`src/rtl/uart_rx_pkg.sv`:
```
`timescale 1ns/1ps
package uart_rx_pkg;
    parameter int unsigned RX_DATA_W = 8;

    typedef enum logic [1:0] {
        PAR_CHECK = 2'b00,
        PAR_FORCE = 2'b01,
        PAR_NONE  = 2'b10,
        PAR_ADDR  = 2'b11
    } par_mode_e;

    typedef enum logic [2:0] {
        S_IDLE,
        S_START,
        S_DATA,
        S_PAR,
        S_STOP,
        S_BRKW
    } rx_state_e;

    typedef struct packed {
        logic                 brk;
        logic                 fe;
        logic                 pe;
        logic [RX_DATA_W-1:0] data;
    } rx_entry_t;
endpackage

```
`src/rtl/uart_rx_frame.sv`:
```
`timescale 1ns/1ps
module uart_rx_frame
    import uart_rx_pkg::*;
#(
    parameter int unsigned OSR = 16
) (
    input  logic       clk,
    input  logic       rst_n,
    input  logic       tick_i,
    input  logic       rxd_i,
    input  logic [1:0] par_mode_i,
    input  logic       par_odd_i,
    input  logic       clr_i,
    output logic       done_o,
    output rx_entry_t  frame_o
);
    localparam int unsigned CNT_W = $clog2(OSR);
    localparam int unsigned IDX_W = $clog2(RX_DATA_W);
    localparam logic [CNT_W-1:0] HALF_LAST = CNT_W'(OSR / 2 - 1);
    localparam logic [CNT_W-1:0] BIT_LAST  = CNT_W'(OSR - 1);
    localparam logic [IDX_W-1:0] IDX_LAST  = IDX_W'(RX_DATA_W - 1);

    rx_state_e            state_q, state_d;
    logic [CNT_W-1:0]     cnt_q;
    logic [IDX_W-1:0]     idx_q;
    logic [RX_DATA_W-1:0] shr_q;
    logic                 par_q;
    par_mode_e            mode;
    logic                 has_par, mid_hit, bit_hit, is_break, pe_calc;

    assign mode     = par_mode_e'(par_mode_i);
    assign has_par  = (mode != PAR_NONE);
    assign mid_hit  = tick_i && (cnt_q == HALF_LAST);
    assign bit_hit  = tick_i && (cnt_q == BIT_LAST);
    assign is_break = (shr_q == '0) && !(has_par && par_q) && !rxd_i;

    always_comb begin
        unique case (mode)
            PAR_CHECK: pe_calc = par_q ^ (^shr_q) ^ par_odd_i;
            PAR_FORCE: pe_calc = par_q ^ par_odd_i;
            PAR_NONE:  pe_calc = 1'b0;
            PAR_ADDR:  pe_calc = par_q;
            default:   pe_calc = 1'b0;
        endcase
    end

    // State register
    always_ff @(posedge clk or negedge rst_n) begin
        if (!rst_n) state_q <= S_IDLE;
        else        state_q <= state_d;
    end

    // Next-state logic
    always_comb begin
        state_d = state_q;
        if (clr_i) begin
            state_d = S_IDLE;
        end else begin
            unique case (state_q)
                S_IDLE:  if (tick_i && !rxd_i) state_d = S_START;
                S_START: if (mid_hit) state_d = rxd_i ? S_IDLE : S_DATA;
                S_DATA:  if (bit_hit && idx_q == IDX_LAST)
                             state_d = has_par ? S_PAR : S_STOP;
                S_PAR:   if (bit_hit) state_d = S_STOP;
                S_STOP:  if (bit_hit) state_d = is_break ? S_BRKW : S_IDLE;
                S_BRKW:  if (mid_hit && rxd_i) state_d = S_IDLE;
                default: state_d = S_IDLE;
            endcase
        end
    end

    // Tick counter, bit index and shift register
    always_ff @(posedge clk or negedge rst_n) begin
        if (!rst_n) begin
            cnt_q <= '0;
            idx_q <= '0;
            shr_q <= '0;
            par_q <= 1'b0;
        end else if (clr_i || state_q == S_IDLE) begin
            cnt_q <= '0;
            idx_q <= '0;
        end else if (tick_i) begin
            unique case (state_q)
                S_START: cnt_q <= mid_hit ? '0 : cnt_q + 1'b1;
                S_BRKW:  cnt_q <= rxd_i ? cnt_q + 1'b1 : '0;
                default: cnt_q <= (cnt_q == BIT_LAST) ? '0 : cnt_q + 1'b1;
            endcase
            if (state_q == S_DATA && cnt_q == BIT_LAST) begin
                shr_q <= {rxd_i, shr_q[RX_DATA_W-1:1]};
                idx_q <= idx_q + 1'b1;
            end
            if (state_q == S_PAR && cnt_q == BIT_LAST) par_q <= rxd_i;
        end
    end

    // Outputs: completed character and its status
    always_ff @(posedge clk or negedge rst_n) begin
        if (!rst_n) begin
            done_o  <= 1'b0;
            frame_o <= '0;
        end else begin
            done_o <= 1'b0;
            if (!clr_i && state_q == S_STOP && bit_hit) begin
                done_o       <= 1'b1;
                frame_o.data <= shr_q;
                frame_o.fe   <= !rxd_i;
                frame_o.brk  <= is_break;
                frame_o.pe   <= pe_calc;
            end
        end
    end

    assert_start_glitch_R1: assert property (@(posedge clk) disable iff (!rst_n)
        (state_q == S_START && mid_hit && rxd_i && !clr_i) |=> (state_q == S_IDLE && !done_o));

    assert_break_has_fe_R6: assert property (@(posedge clk) disable iff (!rst_n)
        (done_o && frame_o.brk) |-> (frame_o.fe && frame_o.data == '0));

    assert_break_hold_R6: assert property (@(posedge clk) disable iff (!rst_n)
        (state_q == S_BRKW && !clr_i && !(tick_i && rxd_i)) |=> (state_q == S_BRKW));
endmodule

```
`src/rtl/uart_rx_fifo.sv`:
```
`timescale 1ns/1ps
module uart_rx_fifo
    import uart_rx_pkg::*;
#(
    parameter int unsigned DEPTH = 4
) (
    input  logic      clk,
    input  logic      rst_n,
    input  logic      clr_i,
    input  logic      wr_en_i,
    input  rx_entry_t wr_ent_i,
    input  logic      rd_en_i,
    output rx_entry_t rd_ent_o,
    output logic      empty_o,
    output logic      full_o
);
    localparam int unsigned AW = $clog2(DEPTH);

    rx_entry_t     mem_q [DEPTH];
    logic [AW:0]   wp_q, rp_q;
    logic          wr_ok, rd_ok;

    assign empty_o  = (wp_q == rp_q);
    assign full_o   = (wp_q[AW] != rp_q[AW]) && (wp_q[AW-1:0] == rp_q[AW-1:0]);
    assign wr_ok    = wr_en_i && !full_o;
    assign rd_ok    = rd_en_i && !empty_o;
    assign rd_ent_o = mem_q[rp_q[AW-1:0]];

    always_ff @(posedge clk or negedge rst_n) begin
        if (!rst_n) begin
            wp_q <= '0;
            rp_q <= '0;
        end else if (clr_i) begin
            wp_q <= '0;
            rp_q <= '0;
        end else begin
            if (wr_ok) wp_q <= wp_q + 1'b1;
            if (rd_ok) rp_q <= rp_q + 1'b1;
        end
    end

    always_ff @(posedge clk) begin
        if (wr_ok && !clr_i) mem_q[wp_q[AW-1:0]] <= wr_ent_i;
    end

    assert_full_keeps_head_R8: assert property (@(posedge clk) disable iff (!rst_n)
        (full_o && !rd_en_i && !clr_i) |=> (full_o && rd_ent_o == $past(rd_ent_o)));

    assert_clear_empties_R11: assert property (@(posedge clk) disable iff (!rst_n)
        clr_i |=> empty_o);
endmodule

```
`src/rtl/uart_rx_core.sv`:
```
`timescale 1ns/1ps
module uart_rx_core
    import uart_rx_pkg::*;
#(
    parameter int unsigned OSR        = 16,
    parameter int unsigned FIFO_DEPTH = 4
) (
    input  logic                 clk,
    input  logic                 rst_n,
    input  logic                 tick16_i,
    input  logic                 rxd_i,
    input  logic [1:0]           par_mode_i,
    input  logic                 par_odd_i,
    input  logic                 cmd_err_clr_i,
    input  logic                 cmd_rx_reset_i,
    input  logic                 rd_en_i,
    output logic [RX_DATA_W-1:0] rd_data_o,
    output logic                 rd_brk_o,
    output logic                 rd_fe_o,
    output logic                 rd_pe_o,
    output logic                 rx_ready_o,
    output logic                 fifo_full_o,
    output logic                 overrun_o
);
    logic      rxd_meta_q, rxd_sync_q;
    logic      frm_done;
    rx_entry_t frm_ent;
    rx_entry_t hold_q, head;
    logic      hold_vld_q;
    logic      push, ovr_evt, empty, full;

    always_ff @(posedge clk or negedge rst_n) begin
        if (!rst_n) begin
            rxd_meta_q <= 1'b1;
            rxd_sync_q <= 1'b1;
        end else begin
            rxd_meta_q <= rxd_i;
            rxd_sync_q <= rxd_meta_q;
        end
    end

    uart_rx_frame #(.OSR(OSR)) frame_i (
        .clk        (clk),
        .rst_n      (rst_n),
        .tick_i     (tick16_i),
        .rxd_i      (rxd_sync_q),
        .par_mode_i (par_mode_i),
        .par_odd_i  (par_odd_i),
        .clr_i      (cmd_rx_reset_i),
        .done_o     (frm_done),
        .frame_o    (frm_ent)
    );

    assign push    = hold_vld_q && !full;
    assign ovr_evt = frm_done && hold_vld_q && full;

    // Waiting slot between the frame machine and the store
    always_ff @(posedge clk or negedge rst_n) begin
        if (!rst_n) begin
            hold_q     <= '0;
            hold_vld_q <= 1'b0;
        end else if (cmd_rx_reset_i) begin
            hold_vld_q <= 1'b0;
        end else if (frm_done) begin
            hold_q     <= frm_ent;
            hold_vld_q <= 1'b1;
        end else if (push) begin
            hold_vld_q <= 1'b0;
        end
    end

    always_ff @(posedge clk or negedge rst_n) begin
        if (!rst_n)             overrun_o <= 1'b0;
        else if (ovr_evt)       overrun_o <= 1'b1;
        else if (cmd_err_clr_i) overrun_o <= 1'b0;
    end

    uart_rx_fifo #(.DEPTH(FIFO_DEPTH)) fifo_i (
        .clk      (clk),
        .rst_n    (rst_n),
        .clr_i    (cmd_rx_reset_i),
        .wr_en_i  (push),
        .wr_ent_i (hold_q),
        .rd_en_i  (rd_en_i),
        .rd_ent_o (head),
        .empty_o  (empty),
        .full_o   (full)
    );

    assign rx_ready_o  = !empty;
    assign fifo_full_o = full;
    assign rd_data_o   = empty ? '0 : head.data;
    assign rd_brk_o    = !empty && head.brk;
    assign rd_fe_o     = !empty && head.fe;
    assign rd_pe_o     = !empty && head.pe;

    assert_overrun_sticky_R9: assert property (@(posedge clk) disable iff (!rst_n)
        (overrun_o && !cmd_err_clr_i) |=> overrun_o);

    assert_overrun_clear_R9: assert property (@(posedge clk) disable iff (!rst_n)
        (cmd_err_clr_i && !ovr_evt) |=> !overrun_o);

    assert_rx_reset_flush_R11: assert property (@(posedge clk) disable iff (!rst_n)
        cmd_rx_reset_i |=> (!rx_ready_o && !hold_vld_q));
endmodule

```
`config.mk`:
```
export PLATFORM = sky130hd
export DESIGN_NAME = uart_rx_core
export DESIGN_NICKNAME = d
export VERILOG_FILES = /design/src/rtl/uart_rx_pkg.sv /design/src/rtl/uart_rx_frame.sv /design/src/rtl/uart_rx_fifo.sv /design/src/rtl/uart_rx_core.sv
export SDC_FILE = /design/constraint.sdc
export NUM_CORES = 1
export LEC_CHECK = 0
export CAP_MARGIN = 0
export CELL_PAD_IN_SITES_DETAIL_PLACEMENT = 1
export CELL_PAD_IN_SITES_GLOBAL_PLACEMENT = 1
export CORE_UTILIZATION = 49
export CTS_CLUSTER_DIAMETER = 100
export CTS_CLUSTER_SIZE = 30
export DETAILED_ROUTE_END_ITERATION = 16
export MAX_ROUTING_LAYER = met4
export PLACE_DENSITY = 0.78
export RECOVER_POWER = 25
export SETUP_SLACK_MARGIN = 0.02
export SLEW_MARGIN = 5
export SYNTH_ARGS = -nofsm -noshare
export SYNTH_HDL_FRONTEND = slang
export SYNTH_SLANG_ARGS = --single-unit
```
`constraint.sdc`:
```
create_clock -name clk -period 2.08 [get_ports clk]
set_input_delay 0.312 -clock clk [delete_from_list [all_inputs] [get_ports clk]]
set_output_delay 0.312 -clock clk [all_outputs]
set_load 0.01 [all_outputs]
```
* After elaboration in Yosys (flattened, before gate mapping)
Memory sizes are Yosys's and may differ from the RTL's. Cells that the tools add are included.
Operators by class: add/subtract/negate cells 4, eq/ne operators 21, muxes and demuxes 34, bitwise operators 5, reduce and logical (&&, ||, !) cells 43
Operator list (count):
- $mux 3 | 16
- $logic_and 1x1->1 | 22
- $mux 4 | 5
- $ne 3x2->1 const B | 6
- $pmux 3 s6 | 1
- $reduce_bool 2->1 | 5
- $add 3x1->3 const B | 3
- $eq 3x3->1 const B | 3
- $logic_not 8->1 | 1
- $mux 1 | 8
- $mux 8 | 1
- $pmux 4 s2 | 1
- $reduce_xor 8->1 | 1
- $eq 3x2->1 const B | 2
- $reduce_and 3->1 | 2
- $reduce_and 6->1 | 1
- $logic_not 1->1 | 5
- $add 4x1->4 const B | 1
- $eq 2x2->1 const B | 2
- $eq 4x3->1 const B | 1
- $eq 4x4->1 const B | 1
- $pmux 1 s4 | 1
- $reduce_and 2->1 | 2
- $eq 3x1->1 const B | 1
- other kinds (12) | 15
Storage, ports and cells: register bits 52, RAM bits 44, bits of input ports 10, logic and storage cells 128, memories 1
Memories:
- fifo_i.mem_q | depth 4, width 11, rd ports 1, clocked after Yosys merged registers in 0, wr ports 1, line uart_rx_fifo.sv:19 | rx_entry_t mem_q [DEPTH];

* Depth between registers and ports, before layout
depth after elaboration 9, gate-level depth with buffers 7, depth with buffers taken out 7

* Modules after synthesis
From an unflattened synthesis, not the netlist that was laid out.
Unflattened totals: cells, all modules 343, area total of the unflattened synthesis 4556.9 um^2
By module, submodules not included:
- uart_rx_fifo | instances 1, cells each 128, area each 2207.1 um^2, seq. area each 1471.4 um^2
- uart_rx_frame | instances 1, cells each 168, area each 1671.6 um^2, seq. area each 775.7 um^2
- uart_rx_core | instances 1, cells each 47, area each 678.2 um^2, seq. area each 377.9 um^2

* Worst setup path before layout
OpenSTA, ideal clock, no wires.
path kind reg2out, from reg fifo_i.rp_q[0], to out rd_data_o[0], arrival time 1.361 ns, data required time 1.768 ns, path slack 0.407 ns, stages on the path, launching flop included 4, cells stage by stage dfrtp_1 -> buf_4 -> mux4_2 -> and2_1
Between the ends: cells in the longest elaborated chain, start to end 2
Ends and longest elaborated chain:
- from (decl) | line uart_rx_fifo.sv:20 | logic [AW:0] wp_q, rp_q;
- from (signal assigned) | line uart_rx_fifo.sv:38 | if (rd_ok) rp_q <= rp_q + 1'b1;
- $mem_v2 4x11 / $eq 3x3->1 (equally long branches)
- $mux 8 * | line uart_rx_core.sv:92 | assign rd_data_o = empty ? '0 : head.data;
- to (decl) | line uart_rx_core.sv:17 | output logic [RX_DATA_W-1:0] rd_data_o,
Every way passes the cells marked *; elsewhere a longest branch is shown, timed or not.

* Final worst setup path
from reg fifo_i.rp_q[0], to out rd_pe_o
Between the ends: cells in the longest elaborated chain, start to end 3
Ends and longest elaborated chain:
- parallel branches: the longest is 2 deep, another holds $mem_v2 4x11
- $logic_and 1x1->1 * | line uart_rx_core.sv:95 | assign rd_pe_o = !empty && head.pe;
- to (decl) | line uart_rx_core.sv:20 | output logic rd_pe_o,
Mark *: on every way between the ends.

==> run_results.csv <==
group,metric,value,unit
outcome,outcome,"finished with violations",
outcome,violations,"negative setup slack",
flow_run,maxCapViolations,0,
cells_and_area,multi_input_area,1520,sq um
floorplan,die_area,9010,sq um
worst_setup_path,cp_num_buf_inv,3,
timing,slew_viol_final,0,
floorplan,die_h,94.9,microns
worst_setup_path,startpoint,"fifo_i.rp_q[0]",
logic_synthesis,postSynth.asyncResetShare,54.2,%
logic_synthesis,synth.most_common_cell,"dfrtp_1",
global_routing,grt_first_pass_wirelength,14.3,mm
clock_tree,htreeDepth,3,
logic_synthesis,synth_mux_area_share,12.6,%
routing,wire_per_inst,19.3,microns
logic_synthesis,synth_top_family_by_area,"multiplexers",
timing,hold_violations,0,
cells_and_area,drive_above_1_share,26.1,%
logic_synthesis,ys_types,50,
logic_synthesis,syn_area_per_cell,13.6,sq um
global_routing,grt_overflow,0,
timing,max_freq,471,MHz
floorplan,die_w,94.9,microns
cells_and_area,syn2layout_area_growth,20.0,%
worst_setup_path,critPathMaxFanout,5,
cells_and_area,n_antenna_cell,0,
worst_setup_path,r2r-end,"fifo_i.rp_q[1]",
floorplan,rows,33,
clock_tree,insertion_delay,0.36,ns
routing,via_count,2541,
logic_synthesis,synth_xor_area_share,2.28,%
cells_and_area,nFillCells,812,
floorplan,initial_core_util,51.0,%
place,place_area,4710,sq um
timing,finalCritPeriodShare,102,%
routing,drt_wl_total,9.07,mm
logic_synthesis,ys_seq_elements,96,
clock_tree,path_clk_slew,0.10,ns
worst_setup_path,slowest_stage,"mux4_2",
worst_setup_path,path_class,"flip-flop to output pin",
logic_synthesis,yosysTopAreaCell,"edfxtp_1",
floorplan,pin_count,24,
logic_synthesis,synth_compound_area_share,5.89,%
cells_and_area,seq_area,2630,sq um
logic_synthesis,syn_area,4230,sq um
worst_setup_path,rr_startpoint,"fifo_i.rp_q[0]",
clock_tree,cts_inserted_buffers,9,
logic_synthesis,yosysWarnings,0,
routing,ant_nets,0,
cells_and_area,nNetsFinal,381,
hold_path,hp-class,"flip-flop to flip-flop",
worst_setup_path,worst-r2r-setup-slack,0.12,ns
pwr,cellPowerDensity,697,nW/um^2
worst_setup_path,start_kind,"flip-flop",
worst_setup_path,endpoint_kind,"output pin",
pwr,pwr-share-comb,6.6,%
worst_setup_path,cp.required,1.77,ns
logic_synthesis,synth_ff_type,"dfrtp_1",
timing,hold_slack,0.366,ns
routing,drtPass1Iterations,4,
clock_tree,clock-sinks,96,
worst_setup_path,path_cells,"buf_12 > buf_8 > mux4_2 > and2_4 > buf_6",
global_routing,grt_pass1_vias,2745,
pwr,p_clk_share,35.8,%
pwr,pwr-share-seq,57.6,%
timing,tightest_slew,1.26,ns
worst_setup_path,cp.arrival,1.81,ns
timing,setup_viol,7,
logic_synthesis,synth_nets,332,
cells_and_area,finalInstanceArea,5070,sq um
place,hpwl,5.66,mm
clock_tree,cts_tree,"done",
pwr,internal_power,2660,uW
pwr,swShare,24.7,%
place,port_buffers,23,
logic_synthesis,yosys.area_share.simple,10.3,%
logic_synthesis,yosysSeqAreaShare,62.1,%
pwr,peakVddDrop,0.000288,V
logic_synthesis,ys_top_cells_by_count,"50 x dfrtp_1, 44 x edfxtp_1, 25 x nand2_1, 16 x and2_1",
logic_synthesis,netlist_instances,310,
cells_and_area,fin_util,61.1,%
logic_synthesis,yosysTopAreaCellShare,31.2,%
logic_synthesis,yosys-top-cells-area,"edfxtp_1 31%, dfrtp_1 30%, mux4_2 5.9%",
worst_setup_path,reg2reg_depth,9,
timing,rsz0062_at_grt,"yes",
global_routing,grt_antenna_before_repair,0,
pwr,p_switching,875,uW
clock_tree,clock_path_buffers,2,
worst_setup_path,endpoint,"rd_pe_o",
logic_synthesis,synthAdderAreaFrac,3.55,%
global_routing,grt_max_degree,53,
global_routing,gr-usage-all-layers,22.8,%
floorplan,coreArea,8300,sq um
timing,clock_skew,0.0124,ns
clock_tree,cts_root_buffer,"clkbuf_8",
routing,drc,0,
worst_setup_path,crit_cells,5,
place,gp_congestion,0.802,
worst_setup_path,cp_top_family,"multiplexers",
routing,drtIter0Drc,61,
timing,worst_slack,-0.0437,ns
pwr,cellLeakagePower,0.00217,uW
place,dp_worst_setup_slack,0.0473,ns
worst_setup_path,critPathMaxStageDelay,0.51,ns
timing,slew_headroom,16.0,%
logic_synthesis,synth_edf_count,44,
timing,period_needed,2.12,ns
routing,via_per_inst,5.42,
-- state kept, by name (all words and copies together), names as in the netlist --
register / cells
frame_i.done_o: 1
frame_i.shr_q: 8
rxd_meta_q: 1
rxd_sync_q: 1
frame_i.state_q: 3
hold_vld_q: 1
hold_q: 11
frame_i.par_q: 1
frame_i.cnt_q: 4
frame_i.frame_o: 11
frame_i.idx_q: 3
overrun_o: 1
fifo_i.mem_q: 44
fifo_i.wp_q: 3
fifo_i.rp_q: 3
-- worst min-delay path by stage --
stage                    start          endpoint  slack [ns]  cells after the start
floorplan                rst_n    fifo_i.rp_q[0]        0.02                      0
global placement         rst_n  frame_i.shr_q[2]        0.33                      2
CTS                      rxd_i        rxd_meta_q        0.33                      1
detailed placement       rst_n  frame_i.shr_q[2]        0.33                      2
global route        rxd_meta_q        rxd_sync_q        0.37                      0
finish              rxd_meta_q        rxd_sync_q        0.37                      0
-- cell families after synthesis --
family | after synthesis
compound gates | 39
xor+xnor | 11
fa+ha+maj | 12
buf+inv | 30
flops | 96
mux | 38
simple gates | 84
-- cells in the final DEF (no fill, tap or decap), drive strengths merged, types with 4 or more instances in the layout --
cell type / netlist / routed
mux4: 11 / 11
buf: 9 / 38
a21oi: 8 / 8
edfxtp: 44 / 44
clkbuf: 4 / 12
nand2: 25 / 25
xnor2: 7 / 7
clkdlybuf4s50: 0 / 8
nand2b: 7 / 7
ha: 12 / 12
nand3: 6 / 6
mux2: 13 / 13
and2: 16 / 16
xor2: 4 / 4
dfrtp: 50 / 50
nor2: 17 / 17
mux2i: 14 / 14
o21ai: 18 / 18
inv: 16 / 19
-- routing by layer --
| layer | part of all wire, % | wire [microns] | track usage [%] | vias to the layer above |
|---|---|---|---|---|
| li1 | - | - | - | 1204 |
| met1 | 44 | 3970 | 26.8 | 1294 |
| met2 | 53 | 4810 | 38.7 | 33 |
| met3 | 2.0 | 178 | 3.30 | 10 |
| met4 | 1.2 | 110 | 10.2 | 0 |
| met5 | 0 | 0 | - | - |
-- stage by stage --
step | cells | power, uW | setup TNS [ns]
after detailed placement | 440 | 2310 | 0
after global routing | 469 | 3690 | -0.871
after global placement | 440 | 2310 | 0
after floorplan | 310 | 2230 | 0
final | 469 | 3540 | -0.162
after CTS | 469 | 3560 | -0.781
-- power groups by stage --
stage | combinational (uW) | sequential (uW) | clock [uW]
after floorplan | 192 | 2040 | 0
after global placement | 232 | 2070 | 0
after detailed placement | 239 | 2080 | 0
after CTS | 240 | 2040 | 1280
after global routing | 266 | 2050 | 1380
final | 233 | 2040 | 1270
-- what timing repair did --
item                                   4_1_cts  5_1_grt
setup endpoints to repair                   13       13
hold buffers                                 1        0
cloned                                       1        1
pin swaps                                    8        6
buffers inserted                            11        5
endpoints found under the hold margin       50        0
gates resized for setup                     63       21
-- area by class of cell --
cell class,count,share of cell area (%)
Clock buffer,10,2.52
Clock inverter,6,1.48
Inverter,17,1.26
Multi-Input combinational cell,184,29.9
Sequential cell,96,51.8
Tap cell,105,2.59
Timing Repair Buffer,51,10.5
(Power assumes the default switching activity.)
